## src/rtl/a2s_pkg.sv

```systemverilog
package a2s_pkg;

  typedef enum logic [1:0] {
    LC_BETWEEN = 2'b00,
    LC_ZERO    = 2'b01,
    LC_ONE     = 2'b10,
    LC_NULL    = 2'b11
  } line_code_e;

  localparam int unsigned BAND_CNT = 3;
  localparam int unsigned ST_ONE   = 0;
  localparam int unsigned ST_ZERO  = 1;
  localparam int unsigned ST_NULL  = 2;

endpackage

```

## src/rtl/a2s_rst_sync.sv

```systemverilog
module a2s_rst_sync (
  input  logic clk,
  input  logic rst_n,
  output logic rst_core_n
);

  logic [1:0] sync_q;

  always_ff @(posedge clk or negedge rst_n) begin
    if (!rst_n) begin
      sync_q <= 2'b00;
    end else begin
      sync_q <= {sync_q[0], 1'b1};
    end
  end

  assign rst_core_n = sync_q[1];

endmodule

```

## src/rtl/a2s_band_decode.sv

```systemverilog
module a2s_band_decode
  import a2s_pkg::*;
(
  input  logic [1:0]          code,
  output logic [BAND_CNT-1:0] hot
);

  always_comb begin
    hot = '0;
    case (line_code_e'(code))
      LC_ONE:  hot[ST_ONE]  = 1'b1;
      LC_ZERO: hot[ST_ZERO] = 1'b1;
      LC_NULL: hot[ST_NULL] = 1'b1;
      default: hot = '0;
    endcase
  end

endmodule

```

## src/rtl/a2s_sample_shreg.sv

```systemverilog
module a2s_sample_shreg #(
  parameter int unsigned DEPTH   = 10,
  parameter int unsigned OUT_LSB = 0
) (
  input  logic                   clk,
  input  logic                   rst_n,
  input  logic                   shift_en,
  input  logic                   din,
  output logic [DEPTH-1:OUT_LSB] tap
);

  logic [DEPTH-1:0] vec_q;
  logic [DEPTH-1:0] vec_d;

  always_comb begin
    vec_d = vec_q;
    if (shift_en) begin
      vec_d = {vec_q[DEPTH-2:0], din};
    end
  end

  assign tap = vec_d[DEPTH-1:OUT_LSB];

  always_ff @(posedge clk or negedge rst_n) begin
    if (!rst_n) begin
      vec_q <= '0;
    end else begin
      vec_q <= vec_d;
    end
  end

endmodule

```

## src/rtl/a2s_run_detect.sv

```systemverilog
module a2s_run_detect #(
  parameter int unsigned LEN = 5,
  parameter int unsigned RUN = 3
) (
  input  logic [LEN-1:0] vec,
  output logic           found
);

  localparam int unsigned CW = $clog2(LEN + 1);

  logic [CW-1:0] run_cnt;

  always_comb begin
    run_cnt = '0;
    found   = 1'b0;
    for (int i = 0; i < LEN; i++) begin
      if (vec[i]) begin
        run_cnt = run_cnt + CW'(1);
      end else begin
        run_cnt = '0;
      end
      if (run_cnt >= CW'(RUN)) begin
        found = 1'b1;
      end
    end
  end

endmodule

```

## src/rtl/a2s_strobe_ctrl.sv

```systemverilog
module a2s_strobe_ctrl #(
  parameter int unsigned SAMPLE_W = 10
) (
  input  logic clk,
  input  logic rst_n,
  input  logic sample_en,
  input  logic nonnull_smp,
  input  logic hi_one,
  input  logic hi_zero,
  input  logic hi_null,
  input  logic lo_null,
  output logic bit_valid,
  output logic bit_value,
  output logic gap_strobe
);

  localparam int unsigned FW = $clog2(SAMPLE_W + 1);
  localparam logic [FW-1:0] FILL_TOP  = FW'(SAMPLE_W);
  localparam logic [FW-1:0] FILL_LAST = FW'(SAMPLE_W - 1);

  logic [FW-1:0] fill_q, fill_d;
  logic bit_arm_q, bit_arm_d;
  logic gap_arm_q, gap_arm_d;
  logic bv_q, bv_d;
  logic val_q, val_d;
  logic gap_q, gap_d;

  logic filled_now;
  logic one_ok, zero_ok, gap_ok, any_bit;
  logic bit_hit, gap_hit;

  always_comb begin
    one_ok     = hi_one  & lo_null;
    zero_ok    = hi_zero & lo_null;
    gap_ok     = hi_null & lo_null;
    any_bit    = one_ok | zero_ok;
    filled_now = (fill_q >= FILL_LAST);

    bit_hit = sample_en & filled_now & bit_arm_q & any_bit;
    gap_hit = sample_en & filled_now & gap_arm_q & gap_ok;

    fill_d = fill_q;
    if (sample_en && (fill_q != FILL_TOP)) begin
      fill_d = fill_q + FW'(1);
    end

    bit_arm_d = bit_arm_q;
    if (bit_hit) begin
      bit_arm_d = 1'b0;
    end else if (sample_en && nonnull_smp && !any_bit) begin
      bit_arm_d = 1'b1;
    end

    gap_arm_d = gap_arm_q;
    if (gap_hit) begin
      gap_arm_d = 1'b0;
    end else if (bit_hit) begin
      gap_arm_d = 1'b1;
    end

    bv_d  = bit_hit;
    val_d = bit_hit & one_ok;
    gap_d = gap_hit;
  end

  always_ff @(posedge clk or negedge rst_n) begin
    if (!rst_n) begin
      fill_q    <= '0;
      bit_arm_q <= 1'b1;
      gap_arm_q <= 1'b1;
      bv_q      <= 1'b0;
      val_q     <= 1'b0;
      gap_q     <= 1'b0;
    end else begin
      fill_q    <= fill_d;
      bit_arm_q <= bit_arm_d;
      gap_arm_q <= gap_arm_d;
      bv_q      <= bv_d;
      val_q     <= val_d;
      gap_q     <= gap_d;
    end
  end

  assign bit_valid  = bv_q;
  assign bit_value  = val_q;
  assign gap_strobe = gap_q;

endmodule

```

## src/rtl/a2s_bit_sampler.sv

```systemverilog
module a2s_bit_sampler
  import a2s_pkg::*;
#(
  parameter int unsigned SAMPLE_W = 10,
  parameter int unsigned RUN_LEN  = 3
) (
  input  logic       clk,
  input  logic       rst_n,
  input  logic       sample_en,
  input  logic [1:0] line_code,
  output logic       bit_valid,
  output logic       bit_value,
  output logic       gap_strobe
);

  localparam int unsigned HALF_W = SAMPLE_W / 2;
  localparam int unsigned HI_W   = SAMPLE_W - HALF_W;

  logic                rst_core_n;
  logic [BAND_CNT-1:0] smp_hot;
  logic [HI_W-1:0]     hi_tap [BAND_CNT];
  logic [BAND_CNT-1:0] hi_run;
  logic [HALF_W-1:0]   lo_null_tap;
  logic                lo_null_run;

  a2s_rst_sync u_rst_sync (
    .clk        (clk),
    .rst_n      (rst_n),
    .rst_core_n (rst_core_n)
  );

  a2s_band_decode u_decode (
    .code (line_code),
    .hot  (smp_hot)
  );

  // One sampling register per band; only the Null register exposes its lower half.
  for (genvar g = 0; g < BAND_CNT; g++) begin : g_band
    localparam int unsigned OFS = (g == ST_NULL) ? 0 : HALF_W;
    logic [SAMPLE_W-1:OFS] tap;

    a2s_sample_shreg #(
      .DEPTH   (SAMPLE_W),
      .OUT_LSB (OFS)
    ) u_reg (
      .clk      (clk),
      .rst_n    (rst_core_n),
      .shift_en (sample_en),
      .din      (smp_hot[g]),
      .tap      (tap)
    );

    assign hi_tap[g] = tap[SAMPLE_W-1:HALF_W];

    a2s_run_detect #(
      .LEN (HI_W),
      .RUN (RUN_LEN)
    ) u_hi_run (
      .vec   (hi_tap[g]),
      .found (hi_run[g])
    );

    if (g == ST_NULL) begin : g_lo
      assign lo_null_tap = tap[HALF_W-1:0];
    end
  end

  a2s_run_detect #(
    .LEN (HALF_W),
    .RUN (RUN_LEN)
  ) u_lo_run (
    .vec   (lo_null_tap),
    .found (lo_null_run)
  );

  a2s_strobe_ctrl #(
    .SAMPLE_W (SAMPLE_W)
  ) u_ctrl (
    .clk         (clk),
    .rst_n       (rst_core_n),
    .sample_en   (sample_en),
    .nonnull_smp (~smp_hot[ST_NULL]),
    .hi_one      (hi_run[ST_ONE]),
    .hi_zero     (hi_run[ST_ZERO]),
    .hi_null     (hi_run[ST_NULL]),
    .lo_null     (lo_null_run),
    .bit_valid   (bit_valid),
    .bit_value   (bit_value),
    .gap_strobe  (gap_strobe)
  );

endmodule

```

## config.mk

```make
export PLATFORM = sky130hd
export DESIGN_NAME = a2s_bit_sampler
export DESIGN_NICKNAME = d
export VERILOG_FILES = /design/src/rtl/a2s_pkg.sv /design/src/rtl/a2s_rst_sync.sv /design/src/rtl/a2s_band_decode.sv /design/src/rtl/a2s_sample_shreg.sv /design/src/rtl/a2s_run_detect.sv /design/src/rtl/a2s_strobe_ctrl.sv /design/src/rtl/a2s_bit_sampler.sv
export SDC_FILE = /design/constraint.sdc
export NUM_CORES = 1
export LEC_CHECK = 0
export ABC_AREA = 1
export ABC_CLOCK_PERIOD_IN_PS = 2000
export BUFFER_PORTS_ARGS = -buffer_cell sky130_fd_sc_hd__buf_2
export CORE_ASPECT_RATIO = 0.9
export CORE_MARGIN = 1
export CORE_UTILIZATION = 49
export CTS_CLUSTER_DIAMETER = 120
export DETAILED_ROUTE_END_ITERATION = 10
export GPL_TIMING_DRIVEN = 0
export HOLD_SLACK_MARGIN = 0.08
export PLACE_DENSITY = 0.67
export SLEW_MARGIN = 20
export SYNTH_ARGS = -nofsm -noshare
export SYNTH_HDL_FRONTEND = slang
export SYNTH_SLANG_ARGS = --single-unit
```

## constraint.sdc

```tcl
create_clock -name clk -period 2 [get_ports clk]
set_input_delay 0.3 -clock clk [delete_from_list [all_inputs] [get_ports clk]]
set_output_delay 0.3 -clock clk [all_outputs]
set_load 0.01 [all_outputs]
```

==> metrics.cfg, run 1 <==
[drt]
drt_pass1_iterations = 6
dr.first_iter.drc_count = 51
vias_per_cell = 4.75
routed_wl_um = 3690
via_count = 1583
ant_nets = 0
drc_errors = 0
wire_per_inst_um = 11.1

[cts]
clock-sinks = 41
cts_buffers = 5
cts_root_buf = clkbuf_8
cts.clk_slew.worst_paths_ns = 0.08
clockBufferDepth = 2
clock_latency_ns = 0.29
cts_tree = yes
htree_levels = 2

[global_route]
grt_pass1_wl_um = 6620
grtUsageTotal_pct = 19.1
gr-total-overflow = 0
grt_max_degree = 34
grt_pass1_vias = 1489
antenna_found_initial = 0

[setup_path]
crit_type = in -> reg
end_kind = flip-flop
cp_max_fo = 6
ff2ff_setup_slack_ns = -0.09
required_ns = 2.23
r2r-end = u_ctrl.bit_arm_q
r2r_start = g_band[1].u_reg.vec_q[5]
ff2ff_path_depth = 16
cp-start-kind = input port
crit_arrival_ns = 2.35

[synthesis]
synthArstFlopShare_pct = 100
yosys_most_used_dff = dfrtp_1
ys_ff_latch = 41
syn_inst = 248
yosysSeqAreaShare_pct = 49.0
synth_cell_types = 27
synth_top_area_cell = dfrtp_1
yosysWarningCount = 0
synth_edf_count = 0
ys_top_cells_by_count = 83 x nand2_1, 39 x dfrtp_1, 37 x inv_1
yosys-top-cells-area = dfrtp_1 46%, nand2_1 15%, ha_1 8.3%
syn_avg_cell_area_um2 = 8.47
synth_top_area_share_pct = 46.5
synth_most_common_cell = nand2_1
syn_area_um2 = 2100

[timing]
finalCriticalPeriod_ns = 2.12
finalClockSkew_ns = 0.00515
finalSetupViolations = 4
fin_crit_sh_pct = 106
hold_viol = 0
rsz0062_at_grt = true
slew_violations = 0
fin_ws_ns = -0.118
fmax_mhz = 472

[layout]
fin_util_pct = 64.5
area_delta_synth_final_pct = 26.0
nets = 303
final_cells = 333
fillers = 331
n_antenna_cell = 0
finalInstanceArea_um2 = 2650
drive_above_1_share_pct = 30.2

[run_status]
status = finished with violations
violations = negative setup slack

[min_path]
hp-class = reg -> async

[power]
p_leak_uw = 0.00145
powerDensity_nw_per_um2 = 879
irDropWorstVdd_v = 0.000631

[die]
die_h_um = 64.1
pin_count = 8
die_x_um = 71
num_rows = 22
initial_core_util_pct = 51.2
coreArea_um2 = 4100
die_area_um2 = 4550

[flow_run]
max_cap_violations = 0

[place]
place_inst = 306
place_congestion = 0.720
place_area_um2 = 2290
dpl.hpwl_um = 2530
io_buffers = 7

-- per-layer routing --
metal	GRT usage (%)	wire [µm]	up-vias	part of all wire [%]
met5	0	0	-	0
met4	6.75	58	0	1.6
met3	4.89	77	6	2.1
met2	30.5	1720	9	47
met1	25.2	1840	742	50
li1	-	-	826	-
-- flip-flops by register name, indices dropped and copies added (netlist names) --
name,count
g_band.u_reg.vec_q,30
u_ctrl.bit_arm_q,1
u_ctrl.bit_valid,1
u_ctrl.bit_value,1
u_ctrl.fill_q,4
u_ctrl.gap_arm_q,1
u_ctrl.gap_strobe,1
u_rst_sync.sync_q,2
-- stage by stage --
| stage | hold WS (ns) | TNS, ns | worst slack, ns | power, µW |
|---|---|---|---|---|
| finish | 0.101 | -0.311 | -0.118 | 2330 |
| global route | 0.126 | -0.861 | -0.275 | 2500 |
| CTS | 0.112 | -0.318 | -0.104 | 2310 |
| detailed placement | 0.0871 | -1.97 | -0.538 | 1580 |
| global placement | 0.0855 | -1.85 | -0.502 | 1560 |
| floorplan | 0.00441 | -0.181 | -0.0768 | 1460 |
-- cell families (layout without fill, tap and decap cells) --
| kind of cell | Yosys count | count (layout) | synth area share [%] |
|---|---|---|---|
| other | 1 | 3 | 0.179 |
| AO/OA/AOI/OAI | 22 | 22 | 6.44 |
| buffers and inverters | 45 | 80 | 9.95 |
| flip-flops | 41 | 41 | 49.0 |
| AND/OR/NAND/NOR | 122 | 122 | 24.9 |
| adder cells (fa/ha/maj) | 14 | 14 | 8.34 |
| XOR/XNOR | 3 | 3 | 1.25 |
-- cells in the final DEF, fill, tap and decap left out, drive strengths merged, types with 2 or more instances in the layout --
master	netlist	routed
nand2	91	91
buf	5	31
nor2	11	11
o21ai	15	15
dfrtp	39	39
dfstp	2	2
xor2	3	3
inv	39	39
conb	1	3
a21oi	6	6
clkbuf	1	7
nand3	16	16
ha	14	14
-- worst max-delay path by stage --
stage | depth (start not counted) | endpoint | slack [ns] | startpoint
floorplan | 16 | u_ctrl.gap_arm_q | -0.08 | sample_en
global placement | 17 | u_ctrl.bit_valid | -0.50 | sample_en
detailed placement | 18 | u_ctrl.bit_arm_q | -0.54 | sample_en
CTS | 19 | u_ctrl.bit_arm_q | -0.10 | sample_en
global route | 16 | u_ctrl.bit_arm_q | -0.27 | g_band[1].u_reg.vec_q[5]
finish | 18 | u_ctrl.bit_arm_q | -0.12 | sample_en
-- worst max-delay path, cell delays in order --
cell and delay, ns:
buf_8 0.10, buf_12 0.12, buf_12 0.12, buf_12 0.13, o21ai_4 0.14, o21ai_1 0.09
inv_1 0.09, ha_2 0.19, ha_4 0.20, inv_4 0.05, nand2_4 0.05, ha_4 0.26
nand2_2 0.05, a21oi_2 0.14, nand2_1 0.10, nand3_2 0.12, nand2_1 0.05, nand2_1 0.05
-- power breakdown --
group          internal, µW  leakage, µW  switching [µW]
Sequential              968     0.000514            76.2
Clock                   370    0.0000552             277
Combinational           271     0.000878             365
Total                  1610      0.00145             717
-- cell type report --
cell class	instances	area, µm²	share of cell area [%]
Clock buffer	6	72.6	2.74
Multi-Input combinational cell	164	1010	38.0
Clock inverter	2	35.0	1.32
Sequential cell	41	1030	38.9
Timing Repair Buffer	27	210	7.95
Buffer	6	80.1	3.03
Inverter	39	151	5.72
Tap cell	48	60.1	2.27
-- timing repair --
action,CTS,global route
gates resized for setup,22,8
hold buffers,1,0
setup buffers,14,4
endpoints found under the hold margin,2,0
pin swaps,21,14
endpoints found under the setup margin,4,4
No activity file was read; power rests on OpenSTA's default activity.
==> run 2: changes to the inputs <==
- BUFFER_PORTS_ARGS: -buffer_cell sky130_fd_sc_hd__buf_2 -> -buffer_cell sky130_fd_sc_hd__clkbuf_2
- CELL_PAD_IN_SITES_DETAIL_PLACEMENT: not set -> 1
- CELL_PAD_IN_SITES_GLOBAL_PLACEMENT: not set -> 1
- PLACE_DENSITY: 0.67 -> 0.83
==> run 2 against run 1 <==
  * Global-route usage rose by 3.2 points
  * Sequential share of layout area shrank 0.26 points
  * Final cell count down 2.1%
  * Sequential power about the same
  * Fmax is 6.4% lower
  * The run still ends with negative setup slack left
  * Via count is 8.3% higher
==> metrics.cfg, run 2 (synthesized netlist as in run 1, its figures left out) <==
[layout]
final_cells = 326
fillers = 472
layout_common_cells = 73 x nand2_1, 38 x dfrtp_1, 31 x inv_1
n_antenna_cell = 0
final_common_cell = nand2_1
largest_registers = g_band.u_reg.vec_q: 30 flops, u_ctrl.fill_q: 4 flops, u_rst_sync.sync_q: 2 flops
nets = 296
finalInstanceArea_um2 = 2660
drive_above_1_share_pct = 31.7
area_delta_synth_final_pct = 26.8
largest_register_ff_count = 30
fin_util_pct = 64.9
regMostFlops = g_band.u_reg.vec_q

[place]
dpl.hpwl_um = 3060
dpl_worst_slack_ns = -0.610
place_area_um2 = 2290
io_buffers = 7
place_congestion = 0.728
place_inst = 306

[power]
seqPwrFrac_pct = 42.8
powerDensity_nw_per_um2 = 926
p_leak_uw = 0.00142
comb_power_share_pct = 29.1
p_clk_share_pct = 28.1
swShare_pct = 34.2
irDropWorstVdd_v = 0.000772
intPower_uw = 1620
power_switching_uw = 842

[timing]
finalCriticalPeriod_ns = 2.26
finalSetupViolations = 4
fmax_mhz = 442
hold_viol = 0
finalClockSkew_ns = 0.0131
fin_crit_sh_pct = 113
tns_ns = -0.773
rsz0062_at_grt = true
slew_violations = 0
fin_ws_ns = -0.263

[global_route]
gr-total-overflow = 0
antenna_found_initial = 0
grt_max_degree = 30
grtUsageTotal_pct = 22.2
grt_pass1_wl_um = 7770
grt_pass1_vias = 1749

[cts]
clock-sinks = 41
clockBufferDepth = 2
htree_levels = 2
clock_latency_ns = 0.30
cts_tree = yes
cts_buffers = 5
cts_root_buf = clkbuf_8
cts.clk_slew.worst_paths_ns = 0.09

[drt]
drt_pass1_iterations = 6
ant_nets = 0
wire_per_inst_um = 17.0
vias_per_cell = 5.26
drc_errors = 0
dr.first_iter.drc_count = 78
via_count = 1714
routed_wl_um = 5550

[setup_path]
max_stage_delay_ns = 0.42
crit_top_cell = nand2_1
cp_max_fo = 4
required_ns = 2.25
slowest_stage = dfrtp_1
crit_arrival_ns = 2.52
worstPathCellList = inv_1 -> nand2_1 -> nand2_2 -> o21ai_2 -> inv_2 -> ha_4 -> ha_4 -> inv_4 -> nand2_4 -> ha_4 -> nand2_1 -> a21oi_2 -> nand2_2 -> nand3_2 -> nand2_1 -> nand2_1
cp-start-kind = flip-flop
crit_type = reg -> reg
end_kind = flip-flop

[flow_run]
max_cap_violations = 0

[die]
die_x_um = 71
num_rows = 22
coreArea_um2 = 4100
pin_count = 8
die_h_um = 64.1
initial_core_util_pct = 51.2
die_area_um2 = 4550

[min_path]
hp-class = reg -> async

[run_status]
violations = negative setup slack
status = finished with violations

==> run 2: changes by cell type in the layout (fill, tap and decap cells not counted), moves of 2 or more <==
cell / previous run / this run
buf_4: 18 / 10
buf_2: 7 / 1
clkbuf_2: 0 / 6
a21oi_4: 0 / 3
nand2_1: 76 / 73
nor2_1: 8 / 5
a21oi_2: 4 / 2
nand2_2: 12 / 14
nor2_4: 0 / 2
o21ai_2: 5 / 7
==> run 2: layout make-up <==
| class | count | area, µm² | area share (%) |
|---|---|---|---|
| multi-input cells | 164 | 1070 | 40.1 |
| clock buffers | 5 | 68.8 | 2.58 |
| clock inverters | 3 | 46.3 | 1.74 |
| flip-flops and latches | 41 | 1030 | 38.7 |
| repair buffers | 20 | 160 | 6.02 |
| well taps | 48 | 60.1 | 2.26 |
| inverters | 39 | 154 | 5.78 |
| plain buffers | 6 | 75.1 | 2.82 |
==> run 2: worst paths after layout <==
kind | startpoint | endpoint | slack, ns | cells after the start
max in group asynchronous | u_rst_sync.sync_q[1] | u_ctrl.gap_arm_q | 1.30 | 1
setup reg to reg | g_band[1].u_reg.vec_q[6] | u_ctrl.bit_arm_q | -0.26 | 16
hold reg to reg | u_rst_sync.sync_q[1] | g_band[1].u_reg.vec_q[6] | 0.16 | 0
hold / removal | u_rst_sync.sync_q[1] | g_band[1].u_reg.vec_q[6] | 0.16 | 0
min in group clk | line_code[1] | g_band[0].u_reg.vec_q[0] | 0.27 | 3
setup / recovery | g_band[1].u_reg.vec_q[6] | u_ctrl.bit_arm_q | -0.26 | 16
==> run 2: metrics by stage <==
stage	power [µW]	hold slack [ns]
2_1_floorplan	1460	0.00441
3_3_place_gp	1570	0.0861
3_5_place_dp	1600	0.0875
4_1_cts	2330	0.167
5_1_grt	2600	0.185
6_report	2460	0.162
==> run 2: metal layers <==
metal / wire length [µm] / vias up / GRT usage (%) / share of wire [%]
met5: 0 / - / 0 / 0
met4: 189 / 0 / 3.75 / 3.4
met3: 134 / 12 / 5.68 / 2.4
met2: 2950 / 32 / 40.0 / 53
met1: 2280 / 852 / 27.3 / 41
li1: - / 818 / - / -
==> run 2: critical path: cells and delay by family, from the launching register on <==
family,cells,cell delay (ns)
and+or+nand+nor,8,0.65
buffers and inverters,3,0.21
DFF,1,0.42
adders and majority gates,3,0.64
AOI/OAI and AO/OA,2,0.27
==> run 2: what timing repair did <==
action                                 4_1_cts  5_1_grt
buffers inserted                             7        4
endpoints found under the hold margin        2        0
setup endpoints to repair                    4        4
resized for setup                           10       34
hold buffers                                 1        0
pin swaps                                   11       15
==> run 2: power groups by stage <==
stage	combinational (µW)	clock, µW	sequential, µW
final	717	692	1060
after global routing	799	735	1070
after CTS	589	689	1050
after detailed placement	539	0	1060
after global placement	500	0	1070
after floorplan	414	0	1050
==> run 3: changes to the inputs <==
- CORE_UTILIZATION: 49 -> 50
- PLACE_DENSITY: 0.83 -> 0.84
==> run 3 against run 2 <==
  * The flow still finishes with violations (negative setup slack)
  * Utilization is 3.1 points higher
  * Critical endpoint unchanged
  * Worst hold slack lost 0.036 ns
  * Clock-buffer cell count grew 3
==> metrics.cfg, run 3 (synthesized netlist as in run 1, its figures left out) <==
[global_route]
grt_pass1_vias = 1906
gr-total-overflow = 0
antenna_found_initial = 0
grt_pass1_wl_um = 9040
grt_max_degree = 32
grtUsageTotal_pct = 26.9

[setup_path]
crit_top_cell = nand2_1
crit_family = simple AND/OR/NAND/NOR gates
cp-start-kind = flip-flop
critPathBufInv = 3
r2r_start = g_band[1].u_reg.vec_q[5]
max_stage_delay_ns = 0.39
ff2ff_setup_slack_ns = -0.32
cp_max_fo = 4
end_kind = flip-flop
slowest_stage = dfrtp_1
ff2ff_path_depth = 16
required_ns = 2.24
worstPathCellList = inv_2 -> nand2_1 -> nand2_2 -> o21ai_2 -> inv_2 -> ha_4 -> ha_4 -> inv_1 -> nand2_1 -> ha_4 -> nand2_2 -> a21oi_2 -> nand2_2 -> nand3_4 -> nand2_1 -> nand2_1
r2r-end = u_ctrl.bit_arm_q
crit_arrival_ns = 2.56
crit_start = g_band[1].u_reg.vec_q[5]
crit_type = reg -> reg
setup.worst_path.end = u_ctrl.bit_arm_q
worst-path-stages = 16

[drt]
vias_per_cell = 5.48
routed_wl_um = 6320
ant_nets = 0
via_count = 1787
wire_per_inst_um = 19.4
drt_pass1_iterations = 4
drc_errors = 0
dr.first_iter.drc_count = 94

[power]
irDropWorstVdd_v = 0.000731
powerDensity_nw_per_um2 = 904
p_leak_uw = 0.00140
total_power_uw = 2380

[die]
coreArea_um2 = 3860
die_h_um = 63.5
num_rows = 21
die_area_um2 = 4460
die_x_um = 70.3
pin_count = 8
initial_core_util_pct = 54.4

[place]
io_buffers = 7
dpl_worst_slack_ns = -0.605
place_inst = 304
dpl.hpwl_um = 3240
place_congestion = 0.728

[layout]
regMostFlops = g_band.u_reg.vec_q
area_delta_synth_final_pct = 25.2
n_antenna_cell = 0
drive_above_1_share_pct = 31.4
largest_register_ff_count = 30
final_cells = 326
fin_util_pct = 68.1
layout_common_cells = 71 x nand2_1, 38 x dfrtp_1, 31 x inv_1
largest_registers = g_band.u_reg.vec_q: 30 flops, u_ctrl.fill_q: 4 flops, u_rst_sync.sync_q: 2 flops
final_common_cell = nand2_1
nets = 298
fillers = 442

[run_status]
status = finished with violations
violations = negative setup slack

[cts]
cts.clk_slew.worst_paths_ns = 0.08
clockBufferDepth = 2
clock-sinks = 41
htree_levels = 2
cts_root_buf = clkbuf_8
clock_latency_ns = 0.30
cts_buffers = 5
cts_tree = yes

[timing]
slew_violations = 0
fin_crit_sh_pct = 116
rsz0062_at_grt = true
hold_viol = 0
fmax_mhz = 432
fin_ws_ns = -0.317
finalSetupViolations = 4
finalClockSkew_ns = 0.0104
finalCriticalPeriod_ns = 2.32
tns_ns = -1.01

[flow_run]
max_cap_violations = 0

[min_path]
hp-class = reg -> async

[run 3: cell type report]
cell class / instances / area, µm² / share of cell area [%]
sequential: 41 / 1030 / 39.2
buffer: 6 / 83.8 / 3.19
clock buffer: 8 / 90.1 / 3.43
inverter: 39 / 149 / 5.66
tap: 46 / 57.6 / 2.19
timing repair buffer: 22 / 176 / 6.71
multi-input combinational: 164 / 1040 / 39.6
[run 3: metal layers]
metal / part of all wire, % / GRT usage, %
met5: 0 / 0
met4: 4.8 / 14.8
met3: 4.7 / 5.28
met2: 51 / 45.8
met1: 40 / 31.7
[run 3: timing repair]
action	4_1_cts	5_1_grt
pin swaps	13	9
hold endpoints to repair	2	0
gates cloned	0	0
endpoints found under the setup margin	4	4
hold buffers	1	0
resized for setup	20	19
setup buffers	9	4
[run 3: worst min path at each step]
stage	from	end	slack, ns	depth (start not counted)
floorplan	rst_n	u_rst_sync.sync_q[0]	0.004	0
global placement	rst_n	u_rst_sync.sync_q[1]	0.09	1
detailed placement	rst_n	u_rst_sync.sync_q[0]	0.09	1
CTS	u_rst_sync.sync_q[1]	u_ctrl.bit_valid	0.13	0
global route	u_rst_sync.sync_q[1]	u_ctrl.bit_valid	0.14	0
finish	u_rst_sync.sync_q[1]	u_ctrl.fill_q[0]	0.13	0
[run 3: stage by stage]
stage	instance area, µm²	hold WS [ns]
after global placement	2260	0.0862
after floorplan	2170	0.00441
after global routing	2630	0.144
final	2630	0.125
after CTS	2540	0.129
after detailed placement	2290	0.0880
[run 3: report_power, final]
part           total, µW  switching, µW  leakage (µW)  internal [µW]
Sequential          1060           93.9      0.000514            968
Combinational        742            463      0.000844            280
Clock                572            290     0.0000455            282
